[config.mk]
export PLATFORM = sky130hd
export DESIGN_NAME = shared_call_top
export DESIGN_NICKNAME = d
export VERILOG_FILES = /design/src/rtl/shared_call_pkg.sv /design/src/rtl/callee_adder_fsm.sv /design/src/rtl/caller_seq_fsm.sv /design/src/rtl/shared_call_top.sv
export SDC_FILE = /design/constraint.sdc
export NUM_CORES = 1
export LEC_CHECK = 0
export ABC_CLOCK_PERIOD_IN_PS = 2820
export CAP_MARGIN = 20
export CORE_MARGIN = 2
export CORE_UTILIZATION = 43
export CTS_CLUSTER_SIZE = 20
export DETAILED_ROUTE_END_ITERATION = 8
export PLACE_DENSITY = 0.63
export SETUP_SLACK_MARGIN = 0.05
export SKIP_CTS_REPAIR_TIMING = 1
export SYNTH_ARGS = -nofsm -noshare
export SYNTH_HDL_FRONTEND = slang
export SYNTH_HIERARCHICAL = 1
export SYNTH_SLANG_ARGS = --single-unit
[constraint.sdc]
create_clock -name clk -period 2.82 [get_ports clk]
set_clock_uncertainty 0.1 [all_clocks]
set_input_delay 0.564 -clock clk [delete_from_list [all_inputs] [get_ports clk]]
set_output_delay 0.564 -clock clk [all_outputs]
set_load 0.03 [all_outputs]
[src/rtl/shared_call_pkg.sv]
package shared_call_pkg;

  typedef enum logic [1:0] {
    CE_ENTRY = 2'd0,
    CE_FIN   = 2'd1,
    CE_IDLE  = 2'd2
  } callee_st_t;

  typedef enum logic [3:0] {
    CR_INIT  = 4'd0,
    CR_SET0  = 4'd1,
    CR_CALL0 = 4'd2,
    CR_WAIT0 = 4'd3,
    CR_MOVE0 = 4'd4,
    CR_SET1  = 4'd5,
    CR_CALL1 = 4'd6,
    CR_WAIT1 = 4'd7,
    CR_MOVE1 = 4'd8,
    CR_OUT   = 4'd9,
    CR_END   = 4'd10
  } caller_st_t;

  localparam int unsigned CALLER_ST_W = 4;

endpackage

[src/rtl/callee_adder_fsm.sv]
module callee_adder_fsm
  import shared_call_pkg::*;
#(
  parameter int unsigned WIDTH = 32
) (
  input  logic             clk,
  input  logic             rst,
  input  logic             call_rst,
  input  logic [WIDTH-1:0] arg_a,
  input  logic [WIDTH-1:0] arg_b,
  output logic             fin,
  output logic [WIDTH-1:0] ret
);

  function automatic logic [WIDTH-1:0] wrap_sum(input logic [WIDTH-1:0] x,
                                                input logic [WIDTH-1:0] y);
    return x + y;
  endfunction

  callee_st_t      st;
  logic [WIDTH-1:0] sum_q;
  logic            home;

  assign home = rst | call_rst;

  // Control: either reset source sends the machine to its entry state.
  always_ff @(posedge clk) begin
    if (home) begin
      st  <= CE_ENTRY;
      fin <= 1'b0;
    end else begin
      case (st)
        CE_ENTRY: st <= CE_FIN;
        CE_FIN: begin
          fin <= 1'b1;
          st  <= CE_IDLE;
        end
        default: begin
          fin <= 1'b0;
          st  <= CE_IDLE;
        end
      endcase
    end
  end

  // Data: cleared only by the global reset.
  always_ff @(posedge clk) begin
    if (rst) begin
      sum_q <= '0;
      ret   <= '0;
    end else if (!call_rst) begin
      if (st == CE_ENTRY) sum_q <= wrap_sum(arg_a, arg_b);
      if (st == CE_FIN)   ret   <= sum_q;
    end
  end

endmodule

[src/rtl/caller_seq_fsm.sv]
module caller_seq_fsm
  import shared_call_pkg::*;
#(
  parameter int unsigned      WIDTH    = 32,
  parameter logic [WIDTH-1:0] FIRST_A  = '0,
  parameter logic [WIDTH-1:0] FIRST_B  = WIDTH'(1),
  parameter logic [WIDTH-1:0] SECOND_B = WIDTH'(2)
) (
  input  logic                   clk,
  input  logic                   rst,
  input  logic                   callee_fin,
  input  logic [WIDTH-1:0]       callee_ret,
  output logic                   call_rst,
  output logic [WIDTH-1:0]       arg_a,
  output logic [WIDTH-1:0]       arg_b,
  output logic [WIDTH-1:0]       capture,
  output logic [CALLER_ST_W-1:0] state_code,
  output logic                   waiting,
  output logic                   done,
  output logic [WIDTH-1:0]       result
);

  caller_st_t       st;
  logic [WIDTH-1:0] acc;
  logic [WIDTH-1:0] k;

  assign state_code = st;
  assign waiting    = (st == CR_WAIT0) || (st == CR_WAIT1);

  always_ff @(posedge clk) begin
    if (rst) begin
      st       <= CR_INIT;
      call_rst <= 1'b1;
      arg_a    <= '0;
      arg_b    <= '0;
      acc      <= '0;
      k        <= '0;
      capture  <= '0;
      done     <= 1'b0;
      result   <= '0;
    end else begin
      case (st)
        CR_INIT: begin
          acc      <= FIRST_A;
          call_rst <= 1'b1;
          st       <= CR_SET0;
        end
        CR_SET0: begin
          k  <= FIRST_B;
          st <= CR_CALL0;
        end
        CR_CALL0, CR_CALL1: begin
          call_rst <= 1'b1;
          arg_a    <= acc;
          arg_b    <= k;
          st       <= (st == CR_CALL0) ? CR_WAIT0 : CR_WAIT1;
        end
        CR_WAIT0, CR_WAIT1: begin
          call_rst <= 1'b0;
          capture  <= callee_ret;
          if (callee_fin) st <= (st == CR_WAIT0) ? CR_MOVE0 : CR_MOVE1;
        end
        CR_MOVE0: begin
          acc      <= capture;
          call_rst <= 1'b1;
          st       <= CR_SET1;
        end
        CR_SET1: begin
          k  <= SECOND_B;
          st <= CR_CALL1;
        end
        CR_MOVE1: begin
          acc      <= capture;
          call_rst <= 1'b1;
          st       <= CR_OUT;
        end
        CR_OUT: begin
          done   <= 1'b1;
          result <= acc;
          st     <= CR_END;
        end
        default: begin
          done <= 1'b0;
          st   <= CR_END;
        end
      endcase
    end
  end

endmodule

[src/rtl/shared_call_top.sv]
module shared_call_top
  import shared_call_pkg::*;
#(
  parameter int unsigned      WIDTH    = 32,
  parameter logic [WIDTH-1:0] FIRST_A  = '0,
  parameter logic [WIDTH-1:0] FIRST_B  = WIDTH'(1),
  parameter logic [WIDTH-1:0] SECOND_B = WIDTH'(2)
) (
  input  logic             clk,
  input  logic             rst,
  output logic             done,
  output logic [WIDTH-1:0] result
);

  logic                   call_rst;
  logic [WIDTH-1:0]       arg_a;
  logic [WIDTH-1:0]       arg_b;
  logic                   callee_fin;
  logic [WIDTH-1:0]       callee_ret;
  logic [WIDTH-1:0]       capture;
  logic [CALLER_ST_W-1:0] caller_state;
  logic                   caller_waiting;

  caller_seq_fsm #(
    .WIDTH(WIDTH), .FIRST_A(FIRST_A), .FIRST_B(FIRST_B), .SECOND_B(SECOND_B)
  ) u_caller (
    .clk        (clk),
    .rst        (rst),
    .callee_fin (callee_fin),
    .callee_ret (callee_ret),
    .call_rst   (call_rst),
    .arg_a      (arg_a),
    .arg_b      (arg_b),
    .capture    (capture),
    .state_code (caller_state),
    .waiting    (caller_waiting),
    .done       (done),
    .result     (result)
  );

  callee_adder_fsm #(.WIDTH(WIDTH)) u_callee (
    .clk      (clk),
    .rst      (rst),
    .call_rst (call_rst),
    .arg_a    (arg_a),
    .arg_b    (arg_b),
    .fin      (callee_fin),
    .ret      (callee_ret)
  );

endmodule

==> Yosys cells after proc, flatten, opt, wreduce, memory -nomap -nowiden <==
Index checks and enable logic that the tools add are counted.
{ "word_totals": {"register_bits": 265, "in_bits": 2, "out_inout_bits": 33, "wordCells": 49} }
{ "classes": {"n_addsub": 1, "n_eq_ne": 11, "muxes": 10, "n_bitwise": 2, "reduce_logical": 12} }
{ "ops": {"columns": ["op", "count"], "rows": [
  ["one-hot mux 32 bit (2 select lines)", 2],
  ["adder 32 bit", 1],
  ["one-hot mux 4 bit (7 select lines)", 1],
  ["== test 4 x 3 -> 1 bit (second input constant)", 4],
  ["OR reduction 9 bit", 1],
  ["== test 4 x 2 -> 1 bit (second input constant)", 2],
  ["== test 4 bit (second input constant)", 2],
  ["2-to-1 mux 4 bit", 2],
  ["one-hot mux 1 bit (2 select lines)", 3],
  ["nonzero test 2 bit", 3],
  ["OR reduction 2 bit", 3],
  ["OR reduction 5 bit", 1],
  ["== test 4 x 1 -> 1 bit (second input constant)", 1],
  ["logical NOT 4 bit", 1],
  ["AND reduction 2 bit", 2],
  ["2-to-1 mux 3 bit", 1],
  ["== test 2 x 1 -> 1 bit (second input constant)", 1],
  ["logical NOT 2 bit", 1],
  ["2-to-1 mux 2 bit", 1],
  ["!= test 2 x 1 -> 1 bit (second input constant)", 1],
  ["inverter 1 bit", 1],
  ["bitwise OR 1 bit", 1]
]} }

==> Longest topological paths before layout <==
Gate-level depths: netlist (run 1).
{ "logic_depth": {"depth_word": 4, "ltp_mapped": 10} }

==> Hierarchy <==
Netlist (run 1), hierarchy kept.
{ "by_module_without_submodules": {"columns": ["module", "instances", "cells_each", "area_per_inst_um2", "seq_area_each_um2"], "rows": [
  ["caller_seq_fsm", 1, 608, 5256.3, 2762.6],
  ["callee_adder_fsm", 1, 549, 4227.8, 1341.3]
]} }

==> Worst setup path before layout (run 1) <==
No wires, ideal clock.
{ "synth_path": {"path_type": "register to register", "from": "register u_caller.arg_a[0]", "to": "register u_callee.sum_q[14]", "setup_ps": 122, "arrival_ps": 2171, "required_ps": 2598, "setup_slack_ps": 427, "path_stages_with_launch": 10, "n_path_buf": 0, "cell_sequence": "dfxtp_1 ha_1 fa_1 a21o_1 a31oi_1 o21ai_0 a21oi_1 o21ai_0 a21o_1 a221o_1"} }
{ "synth_via": {"elab_chain_len": 1} }
{ "synth_lines": {"columns": ["element", "line", "rtl"], "rows": [
  ["from (decl)", "caller_seq_fsm.sv:14", "output logic [WIDTH-1:0] arg_a,"],
  ["from (signal assigned)", "caller_seq_fsm.sv:34", "arg_a <= '0;"],
  ["from (signal assigned)", "caller_seq_fsm.sv:54", "arg_a <= acc;"],
  ["adder 32 bit", "callee_adder_fsm.sv:17", "return x + y;"],
  ["to (signal assigned)", "callee_adder_fsm.sv:52", "if (st == CE_ENTRY) sum_q <= wrap_sum(arg_a, arg_b);"],
  ["to (decl)", "callee_adder_fsm.sv:21", "logic [WIDTH-1:0] sum_q;"]
]} }
No other way between the ends.
A chain may end at the register's enable or synchronous reset.

==> Worst setup path in the final report (run 1) <==
Same ends and word-level chain as after synthesis.

==> results.json, run 1 <==
{
  "fmax_mhz": 389,
  "dp_hpwl_um": 14800,
  "async_flop_share_pct": 0,
  "synth_commonest_cells": "nand2_1 (316), dfxtp_1 (205), a21oi_1 (152)",
  "worstHoldStart": "rst",
  "gr-total-overflow": 0,
  "post_drt_wl_per_cell_um": 15.7,
  "yosys.area.top_type": "dfxtp_1",
  "port_buffers": 34,
  "whs_endpoint": "u_caller/arg_a[18]$_SDFFE_PP0P_",
  "routabilityCongestion": 0.928,
  "grt_pass1_vias": 7240,
  "tns_ns": 0,
  "core_um2": 21800,
  "antenna_cells": 0,
  "hold_depth": 2,
  "hold_viol_final": 0,
  "hp-class": "in2reg",
  "fin_cells": 1446,
  "synth.most_common_cell": "nand2_1",
  "slowest_delay_ns": 0.43,
  "r2r-end": "u_callee/sum_q[14]$_SDFFE_PP0P_",
  "synth_warnings": 6,
  "firstDrtPassIters": 4,
  "crit_path_max_fanout": 3,
  "start_kind": "register",
  "arrival_ns": 2.87,
  "maxCapViolations": 0,
  "p_total_mw": 6.19,
  "fin_crit_sh_pct": 91.2,
  "clk-insertion-delay-late_ns": 0.51,
  "clock_tree.buffer_depth": 3,
  "min_period_ns": 2.57,
  "antenna_left": 0,
  "p_leak_nw": 3.72,
  "r2r_start": "u_caller/arg_a[0]$_SDFFE_PP0P_",
  "drc": 0,
  "syn_avg_cell_area_um2": 8.20,
  "syn_inst": 1157,
  "antenna_found_initial": 0,
  "clk_pin_slew_ns": 0.06,
  "ir_drop_mv": 0.407,
  "crit_buf_inv": 0,
  "die_h_um": 153,
  "maxSlewViolCount": 0,
  "boundaryPins": 35,
  "cts_sinks": 205,
  "synth_edf_count": 0,
  "drive_above_1_share_pct": 8.75,
  "numCtsBuffers": 23,
  "cts_max_level": 1,
  "crit_start": "u_caller/arg_a[0]$_SDFFE_PP0P_",
  "wl_um": 22700,
  "ys.flop_type": "dfxtp_1",
  "rr_worst_depth": 9,
  "crit_chain": "ha_1 -> fa_1 -> a21o_1 -> a31oi_2 -> o21ai_0 -> a21oi_1 -> o21ai_0 -> a21o_1 -> a221o_1",
  "netlist.area_leader.share_pct": 43.3,
  "timing.setup.critical_path_class": "reg2reg",
  "fp.dieArea_um2": 23300,
  "rows": 54,
  "slew_headroom_pct": 45.5,
  "yosysUniqueCellTypes": 75,
  "synth_area_um2": 9480,
  "syn_to_final_growth_pct": 10.3,
  "cts_tree": "done",
  "drt_iter0_markers": 424,
  "cts_root_buffer": "clkbuf_16",
  "finalNetCount": 1185,
  "cp.required_ns": 3.12,
  "r2r_slack_ns": 0.25,
  "yosysSeqAreaShare_pct": 43.3,
  "track_usage_pct": 19.1,
  "synth_area_leaders": "dfxtp_1 (43%), nand2_1 (13%), a21oi_1 (8.0%)",
  "via_count": 7781,
  "start_util_pct": 43.6,
  "die_width_um": 153,
  "outcome": "completed",
  "detail_route.vias_per_cell": 5.38,
  "power_density_nw_per_um2": 592,
  "grt_max_degree": 177,
  "post-place-cells": 1406,
  "grt_pass1_wl_um": 37500,
  "tightest_slew_ns": 0.818,
  "critPathCaptureType": "register",
  "rsz0062_at_grt": "false",
  "setup_viol": 0,
  "ys_ff_latch": 205,
  "slowest_stage": "fa_1",
  "crit_family": "compound AO/OA/AOI/OAI gates"
}
worst reg2reg max path: stages (launching register included):
cell and delay [ns]:
dfxtp_1 0.31, ha_1 0.22, fa_1 0.43, a21o_1 0.22, a31oi_2 0.24, o21ai_0 0.12
a21oi_1 0.20, o21ai_0 0.15, a21o_1 0.20, a221o_1 0.28
layout by cell type, fill, tap and decap left out, types with 13 or more instances in the layout:
master           count
nand2_1            316
dfxtp_1            205
a21oi_1            152
nor2_1              60
clkdlybuf4s50_1     33
a32oi_1             32
ha_1                31
conb_1              30
a21oi_2             28
clkbuf_16           23
o21ai_0             23
nor3_1              18
buf_4               18
nand3_1             17
a21o_1              15
a211oi_1            15
xnor2_1             15
nand4_1             13
worst max path at each step:
| stage | end | slack (ns) | cells after the start |
|---|---|---|---|
| final | u_callee/sum_q[14]$_SDFFE_PP0P_ | 0.25 | 9 |
| after global routing | u_callee/sum_q[14]$_SDFFE_PP0P_ | 0.12 | 9 |
| after CTS | u_callee/sum_q[14]$_SDFFE_PP0P_ | 0.18 | 9 |
| after detailed placement | u_callee/sum_q[14]$_SDFFE_PP0P_ | 0.19 | 9 |
| after global placement | u_callee/sum_q[14]$_SDFFE_PP0P_ | 0.22 | 9 |
| after floorplan | u_callee/sum_q[14]$_SDFFE_PP0P_ | 0.43 | 9 |
cell type report:
class,count,area [µm²]
clock buffers,30,632
clock inverters,10,111
fillers,2169,11300
inverters,9,33.8
multi-input cells,858,4710
flip-flops and latches,205,4100
well taps,280,350
repair buffers,54,517
logic make-up after synthesis:
group	share of synthesized area, %
and+or+nand+nor	20.3
AOI/OAI and AO/OA	21.3
DFF	43.3
buffers and inverters	8.47
adders and majority gates	4.30
xor gates and xnor gates	1.93
muxes	0.422
other	0.0395
sequential cells by signal (all words and copies together), names as in the netlist, 2 cells and up:
name,count
u_caller/arg_a,32
u_callee/st,2
u_callee/sum_q,32
u_caller/result,32
u_callee/ret,32
u_caller/k,2
u_caller/acc,32
u_caller/capture,32
u_caller/arg_b,2
u_caller/state_code,4
stage by stage:
stage | hold slack [ns] | setup WS (ns) | util (%) | instance area, µm²
floorplan | 0.323 | 0.427 | - | 9590
global placement | 0.334 | 0.222 | 44.6 | 9710
detailed placement | 0.338 | 0.194 | 44.6 | 9710
CTS | 0.233 | 0.178 | 48.1 | 10500
global route | 0.242 | 0.116 | 48.1 | 10500
finish | 0.251 | 0.249 | 48.1 | 10500
report_power, final:
part           switching, mW  leakage, nW  total [mW]  internal, mW
Sequential            0.0184         1.65        2.93          2.91
Combinational          0.242         1.70       0.326        0.0832
Clock                   1.17        0.371        2.94          1.76
metal layers:
metal / up-vias / routed length, µm / part of all wire (%) / track usage [%]
li1: 3919 / - / - / -
met1: 3660 / 11100 / 49 / 27.3
met2: 174 / 10200 / 45 / 31.1
met3: 28 / 999 / 4.4 / 2.39
met4: 0 / 372 / 1.6 / 4.10
met5: - / 0 / 0 / 0
Note: power is estimated with default switching activity, not from simulation.
==> run 2: changes to the inputs <==
--- a/config.mk
+++ b/config.mk
@@ -11,6 +11,7 @@
 export CORE_UTILIZATION = 43
 export CTS_CLUSTER_SIZE = 20
 export DETAILED_ROUTE_END_ITERATION = 8
+export GPL_ROUTABILITY_DRIVEN = 0
 export PLACE_DENSITY = 0.63
 export SETUP_SLACK_MARGIN = 0.05
 export SKIP_CTS_REPAIR_TIMING = 1
==> run 2 against run 1 <==
  * Via count up 0.27%
  * Non-clock buffer count up 2
  * Clock power barely moved
  * Critical path depth unchanged
  * Final cell count grew 0.21%
  * Worst hold slack better by 0.090 ns
  * Worst setup slack worse by 0.11 ns
  * Final area barely moved
  * Utilization barely moved
  * Combinational power is essentially flat
  * Die area unchanged
  * First-iteration DRC count grew 0.71%
==> results.json, run 2 (synthesis results as in run 1) <==
{
  "r2r_slack_ns": 0.14,
  "cts_sinks": 205,
  "post_drt_wl_per_cell_um": 15.7,
  "start_kind": "register",
  "ir_drop_mv": 0.421,
  "die_h_um": 153,
  "tightest_slew_ns": 0.969,
  "die_width_um": 153,
  "fin_cells": 1449,
  "outcome": "completed",
  "crit_chain": "ha_1 -> fa_1 -> a21o_1 -> a31oi_2 -> o21ai_0 -> a21oi_1 -> o21ai_0 -> a21o_1 -> a221o_1",
  "port_buffers": 34,
  "drive_above_1_share_pct": 8.98,
  "hold_depth": 2,
  "post-place-cells": 1408,
  "slew_headroom_pct": 35.4,
  "tns_ns": 0,
  "clock_tree.buffer_depth": 3,
  "hp-class": "reg2reg",
  "setup_viol": 0,
  "antenna_found_initial": 0,
  "cts_tree": "done",
  "power_density_nw_per_um2": 592,
  "nFillCells": 2169,
  "final_cell_mix": "nand2_1 (316), dfxtp_1 (205), a21oi_1 (152), nor2_1 (60), clkdlybuf4s50_1 (33)",
  "rows": 54,
  "wl_um": 22800,
  "antenna_left": 0,
  "hold_ws_ns": 0.341,
  "grt_max_degree": 191,
  "layout.cells.most_common": "nand2_1",
  "r2r_start": "u_caller/arg_a[0]$_SDFFE_PP0P_",
  "slowest_stage": "fa_1",
  "via_count": 7802,
  "rr_worst_depth": 9,
  "cp.required_ns": 3.11,
  "p_leak_nw": 3.73,
  "rsz0062_at_grt": "true",
  "crit_path_max_fanout": 3,
  "r2r-end": "u_callee/sum_q[14]$_SDFFE_PP0P_",
  "drc": 0,
  "maxCapViolations": 0,
  "critPathCaptureType": "register",
  "clk-insertion-delay-late_ns": 0.50,
  "worstHoldStart": "u_callee/sum_q[19]$_SDFFE_PP0P_",
  "firstDrtPassIters": 5,
  "p_total_mw": 6.19,
  "core_um2": 21800,
  "finalNetCount": 1187,
  "cts_max_level": 1,
  "min_period_ns": 2.68,
  "dp_hpwl_um": 14800,
  "slowest_delay_ns": 0.42,
  "start_util_pct": 43.6,
  "detail_route.vias_per_cell": 5.38,
  "syn_to_final_growth_pct": 10.4,
  "grt_pass1_wl_um": 37200,
  "fmax_mhz": 373,
  "fin_crit_sh_pct": 95.1,
  "antenna_cells": 0,
  "clk_pin_slew_ns": 0.06,
  "whs_endpoint": "u_callee/sum_q[19]$_SDFFE_PP0P_",
  "crit_buf_inv": 0,
  "fp.dieArea_um2": 23300,
  "cts_root_buffer": "clkbuf_16",
  "numCtsBuffers": 23,
  "timing.setup.critical_path_class": "reg2reg",
  "boundaryPins": 35,
  "crit_family": "compound AO/OA/AOI/OAI gates",
  "maxSlewViolCount": 0,
  "hold_viol_final": 0,
  "arrival_ns": 2.97,
  "track_usage_pct": 19.0,
  "grt_pass1_vias": 7172,
  "drt_iter0_markers": 427,
  "gr-total-overflow": 0
}
run 2: cell types whose count changed in the layout (fill, tap and decap cells not counted), sizes merged:
cell	change
clkinvlp	+2
buf	+2
inv	-1
run 2: worst max path at each step:
stage                                         startpoint                               to  cells past startpoint
final                     u_caller/arg_a[0]$_SDFFE_PP0P_  u_callee/sum_q[14]$_SDFFE_PP0P_                      9
after floorplan           u_caller/arg_a[0]$_SDFFE_PP0P_  u_callee/sum_q[14]$_SDFFE_PP0P_                      9
after global routing      u_caller/arg_a[0]$_SDFFE_PP0P_  u_callee/sum_q[14]$_SDFFE_PP0P_                      9
after CTS                 u_caller/arg_a[0]$_SDFFE_PP0P_  u_callee/sum_q[14]$_SDFFE_PP0P_                      9
after global placement    u_caller/arg_a[0]$_SDFFE_PP0P_  u_callee/sum_q[14]$_SDFFE_PP0P_                      9
after detailed placement  u_caller/arg_a[0]$_SDFFE_PP0P_  u_callee/sum_q[14]$_SDFFE_PP0P_                      9
run 2: layout make-up:
cell class	count	area [µm²]	share of cell area (%)
clock buffer	30	632	6.03
clock inverter	11	116	1.11
inverter	9	33.8	0.323
multi-input combinational	858	4710	45.0
sequential	205	4100	39.2
tap	280	350	3.35
timing repair buffer	56	519	4.96
run 2: through the flow:
stage               setup slack [ns]  area [µm²]  util, %
global route                  0.0184       10500     48.1
CTS                            0.125       10500     48.1
floorplan                      0.427        9590        -
detailed placement             0.136        9720     44.7
finish                         0.139       10500     48.1
global placement               0.216        9720     44.7
run 2: worst reg2reg max path, stage by stage (launching register included):
cell and delay [ns]:
dfxtp_1 0.32, ha_1 0.23, fa_1 0.42, a21o_1 0.22
a31oi_2 0.24, o21ai_0 0.12, a21oi_1 0.24, o21ai_0 0.19
a21o_1 0.21, a221o_1 0.28
run 2: layer usage:
metal,wire (µm),global-route usage [%],part of all wire (%)
met5,0,0,0
met4,408,4.01,1.8
met3,933,2.65,4.1
met2,10300,30.8,45
met1,11200,27.2,49
run 2: where the power goes:
part	switching [mW]	internal, mW	total, mW
combinational	0.243	0.0807	0.324
sequential	0.0183	2.91	2.93
clock	1.17	1.77	2.94
==> run 3: changes to the inputs <==
==> constraint.sdc (replaced) <==
create_clock -name clk -period 2.82 [get_ports clk]
set_clock_uncertainty 0.1 [all_clocks]
set_input_delay 0.564 -clock clk [delete_from_list [all_inputs] [get_ports clk]]
set_output_delay 0.564 -clock clk [all_outputs]
set_load 0.005 [all_outputs]
==> results of run 3 <==
Final layout, timing and power as in run 2 (identical DEF).
